<file path="src/rtl/odd_parity_pkg.sv">
package odd_parity_pkg;

  typedef enum logic [1:0] {
    PM_OFF  = 2'b00,
    PM_MID  = 2'b01,
    PM_FULL = 2'b10,
    PM_ALT  = 2'b11
  } par_mode_e;

  typedef struct packed {
    logic       check_en;
    logic       ctl_cov;
    logic       gen_oe;
    logic [2:0] stat_mask;
  } cov_sel_t;

endpackage

</file>
<file path="src/rtl/parity_cov_decode.sv">
module parity_cov_decode
  import odd_parity_pkg::*;
#(
  parameter int SW = 3
) (
  input  logic [1:0]    par_mode,
  input  logic          codec_on,
  output logic          check_en,
  output logic          ctl_cov,
  output logic          gen_oe,
  output logic [SW-1:0] stat_mask
);

  localparam int LOW_W = 2;
  localparam logic [SW-1:0] MASK_NONE = '0;
  localparam logic [SW-1:0] MASK_LOW  = SW'((1 << LOW_W) - 1);
  localparam logic [SW-1:0] MASK_ALL  = '1;

  par_mode_e mode;
  assign mode = par_mode_e'(par_mode);

  always_comb begin
    check_en  = 1'b1;
    gen_oe    = 1'b1;
    ctl_cov   = 1'b1;
    stat_mask = MASK_ALL;
    unique case (mode)
      PM_OFF: begin
        check_en  = 1'b0;
        gen_oe    = 1'b0;
        ctl_cov   = 1'b0;
        stat_mask = MASK_NONE;
      end
      PM_MID: begin
        ctl_cov   = !codec_on;
        stat_mask = codec_on ? MASK_NONE : MASK_LOW;
      end
      default: begin
        ctl_cov   = 1'b1;
        stat_mask = MASK_ALL;
      end
    endcase
  end

  always_comb begin
    if (mode != PM_OFF) begin
      a_on_modes_r9: assert (check_en && gen_oe);
    end
  end

endmodule

</file>
<file path="src/rtl/parity_tx_check.sv">
module parity_tx_check #(
  parameter int DW = 8,
  parameter int CW = 2
) (
  input  logic          clk,
  input  logic          rst,
  input  logic          check_en,
  input  logic          ctl_cov,
  input  logic          valid,
  input  logic [DW-1:0] data,
  input  logic [CW-1:0] ctl,
  input  logic          par,
  output logic          err
);

  logic [CW-1:0] ctl_used;
  logic          ones_odd;
  logic          err_q;

  assign ctl_used = ctl & {CW{ctl_cov}};
  assign ones_odd = ^{data, ctl_used, par};

  always_ff @(posedge clk) begin
    if (rst) err_q <= 1'b0;
    else     err_q <= valid && check_en && !ones_odd;
  end

  assign err = err_q;

  p_err_gated_r10: assert property (@(posedge clk) disable iff (rst)
    (!valid || !check_en) |=> !err);

  p_ctl_ignored_r3: assert property (@(posedge clk) disable iff (rst)
    (valid && check_en && !ctl_cov && (^{data, par})) |=> !err);

  p_ctl_counted_r4: assert property (@(posedge clk) disable iff (rst)
    (valid && check_en && ctl_cov && !(^{data, ctl, par})) |=> err);

endmodule

</file>
<file path="src/rtl/parity_rx_gen.sv">
module parity_rx_gen #(
  parameter int DW = 8,
  parameter int SW = 3
) (
  input  logic          clk,
  input  logic          rst,
  input  logic          gen_oe,
  input  logic [SW-1:0] stat_mask,
  input  logic [DW-1:0] data_in,
  input  logic [SW-1:0] stat_in,
  output logic [DW-1:0] data_q,
  output logic [SW-1:0] stat_q,
  output logic          par,
  output logic          oe
);

  always_ff @(posedge clk) begin
    if (rst) begin
      data_q <= '0;
      stat_q <= '0;
    end else begin
      data_q <= data_in;
      stat_q <= stat_in;
    end
  end

  logic [SW-1:0] stat_used;
  assign stat_used = stat_q & stat_mask;
  assign par       = gen_oe && !(^{data_q, stat_used});
  assign oe        = gen_oe;

  p_top_stat_ignored_r7: assert property (@(posedge clk) disable iff (rst)
    (!stat_mask[SW-1] && $stable(data_q) && $stable(stat_q[SW-2:0])
     && $stable(stat_mask) && $stable(gen_oe)) |-> $stable(par));

  p_full_odd_r8: assert property (@(posedge clk) disable iff (rst)
    (gen_oe && (&stat_mask)) |-> (^{data_q, stat_q, par}));

  p_off_quiet_r2: assert property (@(posedge clk) disable iff (rst)
    !oe |-> !par);

endmodule

</file>
<file path="src/rtl/odd_parity_quad.sv">
module odd_parity_quad #(
  parameter int NCH = 4,
  parameter int DW  = 8,
  parameter int CW  = 2,
  parameter int SW  = 3
) (
  input  logic              clk,
  input  logic              rst,
  input  logic [1:0]        par_mode,
  input  logic              codec_on,
  input  logic [NCH-1:0]    tx_valid,
  input  logic [NCH*DW-1:0] tx_data,
  input  logic [NCH*CW-1:0] tx_ctl,
  input  logic [NCH-1:0]    tx_par,
  output logic [NCH-1:0]    tx_perr,
  input  logic [NCH*DW-1:0] rx_data_in,
  input  logic [NCH*SW-1:0] rx_stat_in,
  output logic [NCH*DW-1:0] rx_data,
  output logic [NCH*SW-1:0] rx_stat,
  output logic [NCH-1:0]    rx_par,
  output logic [NCH-1:0]    rx_par_oe
);

  logic          check_en;
  logic          ctl_cov;
  logic          gen_oe;
  logic [SW-1:0] stat_mask;

  parity_cov_decode #(.SW(SW)) u_decode (
    .par_mode  (par_mode),
    .codec_on  (codec_on),
    .check_en  (check_en),
    .ctl_cov   (ctl_cov),
    .gen_oe    (gen_oe),
    .stat_mask (stat_mask)
  );

  for (genvar c = 0; c < NCH; c++) begin : g_lane
    parity_tx_check #(.DW(DW), .CW(CW)) u_tx (
      .clk      (clk),
      .rst      (rst),
      .check_en (check_en),
      .ctl_cov  (ctl_cov),
      .valid    (tx_valid[c]),
      .data     (tx_data[c*DW +: DW]),
      .ctl      (tx_ctl[c*CW +: CW]),
      .par      (tx_par[c]),
      .err      (tx_perr[c])
    );

    parity_rx_gen #(.DW(DW), .SW(SW)) u_rx (
      .clk       (clk),
      .rst       (rst),
      .gen_oe    (gen_oe),
      .stat_mask (stat_mask),
      .data_in   (rx_data_in[c*DW +: DW]),
      .stat_in   (rx_stat_in[c*SW +: SW]),
      .data_q    (rx_data[c*DW +: DW]),
      .stat_q    (rx_stat[c*SW +: SW]),
      .par       (rx_par[c]),
      .oe        (rx_par_oe[c])
    );
  end

  p_err_pulse_r10: assert property (@(posedge clk) disable iff (rst)
    ((tx_perr != '0) && (tx_valid == '0)) |=> (tx_perr == '0));

  p_off_no_err_r2: assert property (@(posedge clk) disable iff (rst)
    (par_mode == 2'b00) |=> (tx_perr == '0));

endmodule

</file>
<file path="config.mk">
export PLATFORM = sky130hd
export DESIGN_NAME = odd_parity_quad
export DESIGN_NICKNAME = d
export VERILOG_FILES = /design/src/rtl/odd_parity_pkg.sv /design/src/rtl/parity_cov_decode.sv /design/src/rtl/parity_tx_check.sv /design/src/rtl/parity_rx_gen.sv /design/src/rtl/odd_parity_quad.sv
export SDC_FILE = /design/constraint.sdc
export NUM_CORES = 1
export LEC_CHECK = 0
export BUFFER_PORTS_ARGS = -buffer_cell sky130_fd_sc_hd__buf_2
export CAP_MARGIN = 10
export CORE_UTILIZATION = 41
export DETAILED_ROUTE_END_ITERATION = 16
export PLACE_DENSITY = 0.79
export SETUP_SLACK_MARGIN = 0.5
export SYNTH_ARGS = -nofsm -noshare
export SYNTH_HDL_FRONTEND = slang
export SYNTH_SLANG_ARGS = --single-unit
export TNS_END_PERCENT = 30
</file>
<file path="constraint.sdc">
create_clock -name clk -period 2 [get_ports clk]
set_input_delay 0.4 -clock clk [delete_from_list [all_inputs] [get_ports clk]]
set_output_delay 0.4 -clock clk [all_outputs]
set_load 0.005 [all_outputs]
</file>
==> results of run 1 <==
-- placed cells by master, fill, tap and decap left out --
| master | instances |
|---|---|
| xnor2_2 | 12 |
| buf_12 | 2 |
| nor2b_1 | 44 |
| nand2_1 | 4 |
| clkinvlp_4 | 1 |
| clkbuf_8 | 6 |
| buf_2 | 151 |
| xnor2_1 | 52 |
| inv_1 | 1 |
| o21ai_0 | 8 |
| clkbuf_4 | 1 |
| dfxtp_2 | 5 |
| nor2b_4 | 1 |
| buf_4 | 1 |
| xor2_1 | 8 |
| nor2_1 | 6 |
| clkbuf_1 | 1 |
| dfxtp_1 | 43 |
| xnor3_1 | 4 |
| and3_1 | 4 |
| o21ai_2 | 4 |
-- cells in the mapped netlist --
cell | count | share of area [%]
xnor2_1 | 64 | 25
buf_4 | 13 | 4.4
and3_1 | 4 | 1.1
o21ai_0 | 12 | 2.7
xor2_1 | 8 | 3.2
xnor3_1 | 4 | 4.1
buf_2 | 1 | 0.23
nand2_1 | 4 | 0.68
clkbuf_1 | 4 | 0.68
inv_1 | 1 | 0.17
dfxtp_1 | 48 | 44
nor2b_1 | 45 | 13
nor2_1 | 6 | 1.0
-- cell families (layout without fill, tap and decap cells) --
logic type      Yosys count  count (layout)
buf+inv                  19             164
simple gates             59              59
compound gates           12              12
xor+xnor                 76              76
flops                    48              48
-- worst max-delay path, delay by kind of cell (launching register included) --
kind / cells / cell delay [ns]
xor+xnor: 4 / 0.64
flops: 1 / 0.34
simple gates: 1 / 0.06
buf+inv: 1 / 0.14
-- metrics by stage --
stage	hold slack [ns]	util, %	worst slack [ns]	power (W)
after floorplan	0.472	-	0.384	0.00155
after global placement	0.608	58.1	0.171	0.00171
after detailed placement	0.612	58.1	0.128	0.00172
after CTS	0.300	60.6	0.0857	0.00232
after global routing	0.299	62.3	0.0330	0.00245
final	0.313	62.3	0.125	0.00230
-- state kept, by name, summed over array words and instances, names as in the netlist --
register,cells
g_lane.u_tx.err,4
g_lane.u_rx.data_q,32
g_lane.u_rx.stat_q,12
-- final cells by class --
class                      count  area [um^2]  share of cell area, %
tap                           70         87.6                   2.74
timing repair buffer         155          811                   25.3
sequential                    48          967                   30.2
inverter                       1         3.75                  0.117
multi-input combinational    147         1240                   38.7
clock buffer                   7         86.3                   2.70
clock inverter                 1         7.51                  0.235
-- layer usage --
layer | share of wire, % | GRT usage (%) | vias up
met4 | 0.17 | 3.70 | 0
met5 | 0 | 0 | -
met1 | 37 | 16.8 | 786
li1 | - | - | 937
met3 | 7.7 | 5.69 | 2
met2 | 55 | 34.0 | 82
-- report_power, final --
part | internal (W) | switching [W]
sequential | 0.00102 | 0.0000359
clock | 0.000281 | 0.000299
combinational | 0.000404 | 0.000265
total | 0.00170 | 0.000600
-- worst max-delay path by stage --
stage,endpoint,startpoint,cells past startpoint,slack (ns)
floorplan,rx_par[0],par_mode[0],7,0.38
global placement,rx_par[2],par_mode[1],7,0.17
detailed placement,rx_par[0],par_mode[0],7,0.13
CTS,rx_par[2],g_lane[2].u_rx.data_q[6],6,0.09
global route,rx_par[2],g_lane[2].u_rx.data_q[5],6,0.03
finish,rx_par[2],g_lane[2].u_rx.data_q[6],6,0.12
-- repair_timing --
action / 4_1_cts / 5_1_grt
cloned: 0 / 0
gates resized for setup: 6 / 12
pin swaps: 10 / 5
setup endpoints to repair: 8 / 8
buffers inserted: 0 / 1
endpoints found under the hold margin: 0 / 0
==> reports/metrics.cfg, run 1 <==
[global_routing]
grt.overflow.total = 0
track_usage_pct = 17.0
grt_max_degree = 34
grt_pass1_wl_um = 7200
grt_pass1_vias = 1706
antenna_found_initial = 0

[cts]
ctsHoldBuffers = 0
clk_path_buf_depth = 2
clk_pin_slew_ns = 0.08
clock_sinks = 48
cts_made_buffers = 5
root_buffer = clkbuf_8
htree_levels = 2
cts_tree = built

[finish]
final_area_mm2 = 0.00320
fin_cells = 429
syn_to_final_growth_pct = 45.0
final_layout_size_suffix_gt1_share_pct = 51.3
nNetsFinal = 455
nFillCells = 454
antenna_cells = 0

[place]
post-place-cells = 420
io_buffer_count = 152
gp_congestion = 0.710
dp_hpwl_um = 3970
placed_area_mm2 = 0.00299

[critical_path]
endpoint_kind = primary output
start_kind = register
crit_fanout = 2
crit_path_max_incr_delay_ns = 0.34
crit_path_cell_trace = xnor2_2, xnor2_2, xnor2_1, xnor2_1, nor2_1, buf_2
crit_slowest_cell = dfxtp_2
cp_data_arrival_time_ns = 1.48
cp.required_ns = 1.60
crit_type = register to primary output

[detailed_routing]
ant_nets = 0
wl_per_cell_um = 11.1
drt-total-wl_um = 4760
vias_per_cell = 4.21
drc = 0
drt-pass1-iter-count = 4
drtIter0Drc = 20
vias = 1807

[synth]
synthAdderAreaFrac_pct = 0
avgSynthCellArea_um2 = 10.3
synth_nets = 311
synth-simple-area-share_pct = 15.6
synth_top_family_by_area = XOR/XNOR gates
ys.warnings.count = 0
netlist-cell-type-count = 13
synth_xor_area_share_pct = 32.7
syn_area_mm2 = 0.00221
ys_ff_latch = 48
syn_inst = 214
synth_mux_area_share_pct = 0
synth-seq-area-share_pct = 43.5
synth_compound_area_share_pct = 2.72

[power_and_ir_drop]
p_leak_nw = 1.57
power_density_mw_per_mm2 = 719
vdd_drop_max_v = 0.000403

[die]
core_mm2 = 0.00514
dieArea_mm2 = 0.00568
start_util_pct = 42.9
die_w_um = 75.4
pin_count = 153
die_h_um = 75.4
rows = 26

[timing]
hold_viol_final = 0
slew_viol_final = 0
worst_pin_slew_ns = 0.455
setup_viol_count_final = 0
maxSlewHeadroom_pct = 69.5
tns_ns = 0
fmax_ghz = 0.533
post-route-min-period_ns = 1.88
finalCritPeriodShare_pct = 93.8
rsz0062_at_grt = yes

[worst_hold_path]
hold_path_depth = 2
hold_class = primary input to register
min_to = g_lane[2].u_rx.data_q[3]
hp-start = rx_data_in[19]

[job]
maxCapViolCount = 0

[outcome]
status = complete, no violations

No activity file was read; power rests on OpenSTA's default activity.
==> inputs of run 2 (changes only) <==
==> constraint.sdc (replaced) <==
create_clock -name clk -period 1.95 [get_ports clk]
set_input_delay 0.39 -clock clk [delete_from_list [all_inputs] [get_ports clk]]
set_output_delay 0.39 -clock clk [all_outputs]
set_load 0.005 [all_outputs]
==> run 2 against run 1 <==
Compared with the run above: cell area shrank 0.55%; die area is the same; via count up 1.8%; worst hold slack worse by 0.016 ns; combinational power increased by 3%; critical path type unchanged; critical endpoint is now rx_par[3]; highest routed layer unchanged.
==> reports/metrics.cfg, run 2 (synthesis gave the netlist of run 1 again) <==
[outcome]
status = complete, no violations

[job]
maxCapViolCount = 0

[cts]
clock_sinks = 48
root_buffer = clkbuf_8
htree_levels = 2
post_cts_buffers = 0
clk_path_buf_depth = 2
clk_pin_slew_ns = 0.09
cts_tree = built
cts_made_buffers = 5
ctsHoldBuffers = 0

[power_and_ir_drop]
sw_frac_of_total_pct = 26.9
intPower_w = 0.00171
combPwrFrac_pct = 29.3
clkPwrFrac_pct = 24.5
power_density_mw_per_mm2 = 735
p_seq_share_pct = 46.2
p_leak_nw = 1.55
net-switching-power_w = 0.000630
p_total_w = 0.00234
vdd_drop_max_v = 0.000401

[place]
gp_congestion = 0.740
post-place-cells = 420
dp_slack_ns = 0.0812
dp_hpwl_um = 4050
placed_area_mm2 = 0.00298
io_buffer_count = 152

[detailed_routing]
drt-pass1-iter-count = 4
drt-total-wl_um = 4930
vias = 1839
wl_per_cell_um = 11.5
drtIter0Drc = 50
ant_nets = 0
vias_per_cell = 4.30
drc = 0

[critical_path]
cp_data_arrival_time_ns = 1.48
cp.required_ns = 1.56
crit_fanout = 2
start_kind = register
crit_type = register to primary output
endpoint_kind = primary output

[timing]
maxSlewHeadroom_pct = 72.1
rsz0062_at_grt = yes
hold_viol_final = 0
setup_slack_ns = 0.0803
setup_viol_count_final = 0
post-route-min-period_ns = 1.87
finalCritPeriodShare_pct = 95.9
slew_viol_final = 0
tns_ns = 0
fmax_ghz = 0.535
worst_pin_slew_ns = 0.418

[worst_hold_path]
hold_class = primary input to register

[finish]
largest_reg_flops = 32
fin_cells = 428
syn_to_final_growth_pct = 44.2
final_area_mm2 = 0.00318
nNetsFinal = 454
largest-register = g_lane.u_rx.data_q
layout_common_cells = buf_2 (151), xnor2_1 (52), nor2b_1 (44), dfxtp_1 (44), xnor2_2 (12)
final_common_cell = buf_2
final_layout_size_suffix_gt1_share_pct = 51.4
antenna_cells = 0

[die]
pin_count = 153
dieArea_mm2 = 0.00568
die_w_um = 75.4
die_h_um = 75.4
start_util_pct = 42.9
rows = 26
core_mm2 = 0.00514

[global_routing]
track_usage_pct = 17.9
grt_pass1_vias = 1786
antenna_found_initial = 0
grt_max_degree = 45
grt_pass1_wl_um = 7450
grt.overflow.total = 0

-- run 2: changes by cell type in the layout (fill, tap and decap cells not counted), sizes merged --
cell      change
clkinvlp      -1
clkinv        +1
clkbuf        -1
-- run 2: layout make-up --
cell class                      instances  area (um^2)
Clock buffer                            7         76.3
Clock inverter                          1         8.76
Fill cell                             480         1960
Inverter                                1         3.75
Multi-Input combinational cell        147         1250
Sequential cell                        48          966
Tap cell                               70         87.6
Timing Repair Buffer                  154          786
-- run 2: path summary, 6_finish.rpt --
| path | depth (start not counted) | startpoint | endpoint | slack [ns] |
|---|---|---|---|---|
| worst min-delay path | 2 | rx_data_in[27] | g_lane[3].u_rx.data_q[3] | 0.30 |
| worst max-delay path | 6 | g_lane[3].u_rx.data_q[5] | rx_par[3] | 0.08 |
-- run 2: stage by stage --
step	util, %	hold slack (ns)
floorplan	-	0.462
global placement	57.9	0.597
detailed placement	57.9	0.605
CTS	60.5	0.289
global route	61.9	0.286
finish	61.9	0.297
-- run 2: power groups by stage --
stage          logic (W)  clock network [W]  registers (W)
3_3_place_gp    0.000652                  0        0.00109
4_1_cts         0.000680           0.000596        0.00108
2_1_floorplan   0.000484                  0        0.00110
6_report        0.000687           0.000572        0.00108
5_1_grt         0.000758           0.000645        0.00109
3_5_place_dp    0.000667                  0        0.00110
-- run 2: worst max-delay path, stage by stage (launching register included) --
cell and delay (ns):
dfxtp_1 0.35, xnor2_2 0.15, xnor2_1 0.23, xnor2_1 0.16, xnor2_1 0.13, nor2_1 0.05
buf_2 0.12
-- run 2: metal layers --
metal / vias to the layer above / global-route usage, % / part of all wire, %
met5: - / 0 / 0
met4: 0 / 7.41 / 1.9
met3: 11 / 5.82 / 6.8
met2: 90 / 33.8 / 53
met1: 804 / 17.8 / 38
li1: 934 / - / -
-- run 2: repair_timing --
action | CTS | global route
pin swaps | 9 | 10
endpoints found under the setup margin | 8 | 8
endpoints found under the hold margin | 0 | 0
gates resized for setup | 9 | 13
==> inputs of run 3 (changes only) <==
--- a/config.mk
+++ b/config.mk
@@ -8,7 +8,9 @@
 export BUFFER_PORTS_ARGS = -buffer_cell sky130_fd_sc_hd__buf_2
 export CAP_MARGIN = 10
 export CORE_UTILIZATION = 41
+export CTS_BUF_LIST = sky130_fd_sc_hd__clkbuf_16
 export DETAILED_ROUTE_END_ITERATION = 16
+export GPL_TIMING_DRIVEN = 0
 export PLACE_DENSITY = 0.79
 export SETUP_SLACK_MARGIN = 0.5
 export SYNTH_ARGS = -nofsm -noshare
==> run 3 against run 2 <==
Compared with the run above: the flow now finishes with violations (setup timing); largest cell class unchanged; cell count rose by 5.4%; non-clock buffer count rose by 23; sequential power barely moved; critical path depth rose by 1.
==> reports/metrics.cfg, run 3 (synthesis gave the netlist of run 1 again) <==
[outcome]
status = complete, but fails checks
violations = setup timing

[critical_path]
crit_type = register to primary output
crit_path_max_incr_delay_ns = 0.33
crit_slowest_cell = dfxtp_2
crit_buf_inv = 2
endpoint_kind = primary output
path_delay_family = XOR/XNOR gates
crit_path_cell_trace = xnor2_2, xnor2_1, xnor2_1, xnor2_1, nor2_1, buf_4, buf_2
start_kind = register
cpMostUsedCell = xnor2_1
cp_data_arrival_time_ns = 1.56
crit_fanout = 2
cp.required_ns = 1.56

[global_routing]
track_usage_pct = 17.8
grt.overflow.total = 0
grt_pass1_wl_um = 7570
antenna_found_initial = 0
grt_max_degree = 16
grt_pass1_vias = 1872

[place]
io_buffer_count = 152
gp_congestion = 0.719
post-place-cells = 436
dp_hpwl_um = 4090

[die]
dieArea_mm2 = 0.00568
start_util_pct = 42.9
rows = 26
core_mm2 = 0.00514
die_w_um = 75.4
die_h_um = 75.4
pin_count = 153

[timing]
setup_viol_count_final = 1
rsz0062_at_grt = yes
fmax_ghz = 0.513
setup_slack_ns = -0.000453
holdWs_ns = 0.314
slew_viol_final = 0
hold_viol_final = 0
post-route-min-period_ns = 1.95
finalCritPeriodShare_pct = 100
maxSlewHeadroom_pct = 68.9
worst_pin_slew_ns = 0.466

[finish]
nNetsFinal = 477
largest-register = g_lane.u_rx.data_q
fin_cells = 451
nFillCells = 447
layout_common_cells = buf_2 (150), xnor2_1 (49), nor2b_1 (44), dfxtp_1 (32), buf_4 (20)
final_core_util_pct = 66.9
final_layout_size_suffix_gt1_share_pct = 57.0
largest_reg_flops = 32
antenna_cells = 0
syn_to_final_growth_pct = 55.8
final_common_cell = buf_2

[power_and_ir_drop]
vdd_drop_max_v = 0.000583
combPwrFrac_pct = 29.2
power_density_mw_per_mm2 = 785
net-switching-power_w = 0.000687
p_leak_nw = 1.70
intPower_w = 0.00201
clkPwrFrac_pct = 30.5
sw_frac_of_total_pct = 25.5
p_seq_share_pct = 40.2

[cts]
cts_tree = built
clk_path_buf_depth = 2
clock_sinks = 48
htree_levels = 2
cts_made_buffers = 5
ctsHoldBuffers = 0
root_buffer = clkbuf_16
clk_pin_slew_ns = 0.06

[detailed_routing]
wl_per_cell_um = 11.5
vias_per_cell = 4.37
drt-total-wl_um = 5170
drt-pass1-iter-count = 4
drc = 0
ant_nets = 0
drtIter0Drc = 33
vias = 1972

[job]
maxCapViolCount = 0

[worst_hold_path]
hold_class = primary input to register

[run 3: changes by cell type in the layout (fill, tap and decap cells not counted), sizes merged]
cell and change:
inv +1, clkinv +1, clkbuf +2, buf +19
[run 3: final timing paths]
kind                                 start                  endpoint  slack, ns  cells past startpoint
setup / recovery  g_lane[1].u_rx.data_q[6]                 rx_par[1]    -0.0005                      7
hold / removal              rx_data_in[18]  g_lane[2].u_rx.data_q[2]       0.31                      2
[run 3: per-stage QoR]
step / setup WS [ns] / setup TNS [ns] / total power (W) / instance area (um^2)
floorplan: 0.354 / 0 / 0.00158 / 2240
global placement: -0.0432 / -0.0991 / 0.00182 / 3090
detailed placement: -0.0792 / -0.180 / 0.00183 / 3090
CTS: -0.00993 / -0.0174 / 0.00268 / 3300
global route: -0.0860 / -0.313 / 0.00285 / 3440
finish: -0.000453 / -0.000453 / 0.00270 / 3440
[run 3: repair_timing]
item	4_1_cts	5_1_grt
resized for setup	12	25
setup endpoints to repair	8	8
pin swaps	6	19
buffers inserted	3	4
[run 3: power by group through the flow]
stage	registers, W	clock network [W]	logic [W]
after floorplan	0.00110	0	0.000484
after CTS	0.00108	0.000841	0.000765
after detailed placement	0.00110	0	0.000738
final	0.00109	0.000824	0.000789
after global placement	0.00109	0	0.000725
after global routing	0.00109	0.000893	0.000866
[run 3: cell type report]
| cell class | count | area (um^2) | share of cell area (%) |
|---|---|---|---|
| multi-input cells | 147 | 1270 | 36.8 |
| flip-flops and latches | 48 | 981 | 28.5 |
| repair buffers | 159 | 822 | 23.9 |
| plain buffers | 18 | 135 | 3.93 |
| clock buffers | 5 | 125 | 3.64 |
| well taps | 70 | 87.6 | 2.55 |
| clock inverters | 3 | 17.5 | 0.509 |
| inverters | 1 | 3.75 | 0.109 |
[run 3: per-layer routing]
metal	part of all wire [%]	global-route usage, %	up-vias	wire, um
met1	35	16.9	904	1820
met4	1.0	6.17	0	53
met3	7.8	4.89	6	403
met5	0	0	-	0
li1	-	-	978	-
met2	56	36.1	84	2890
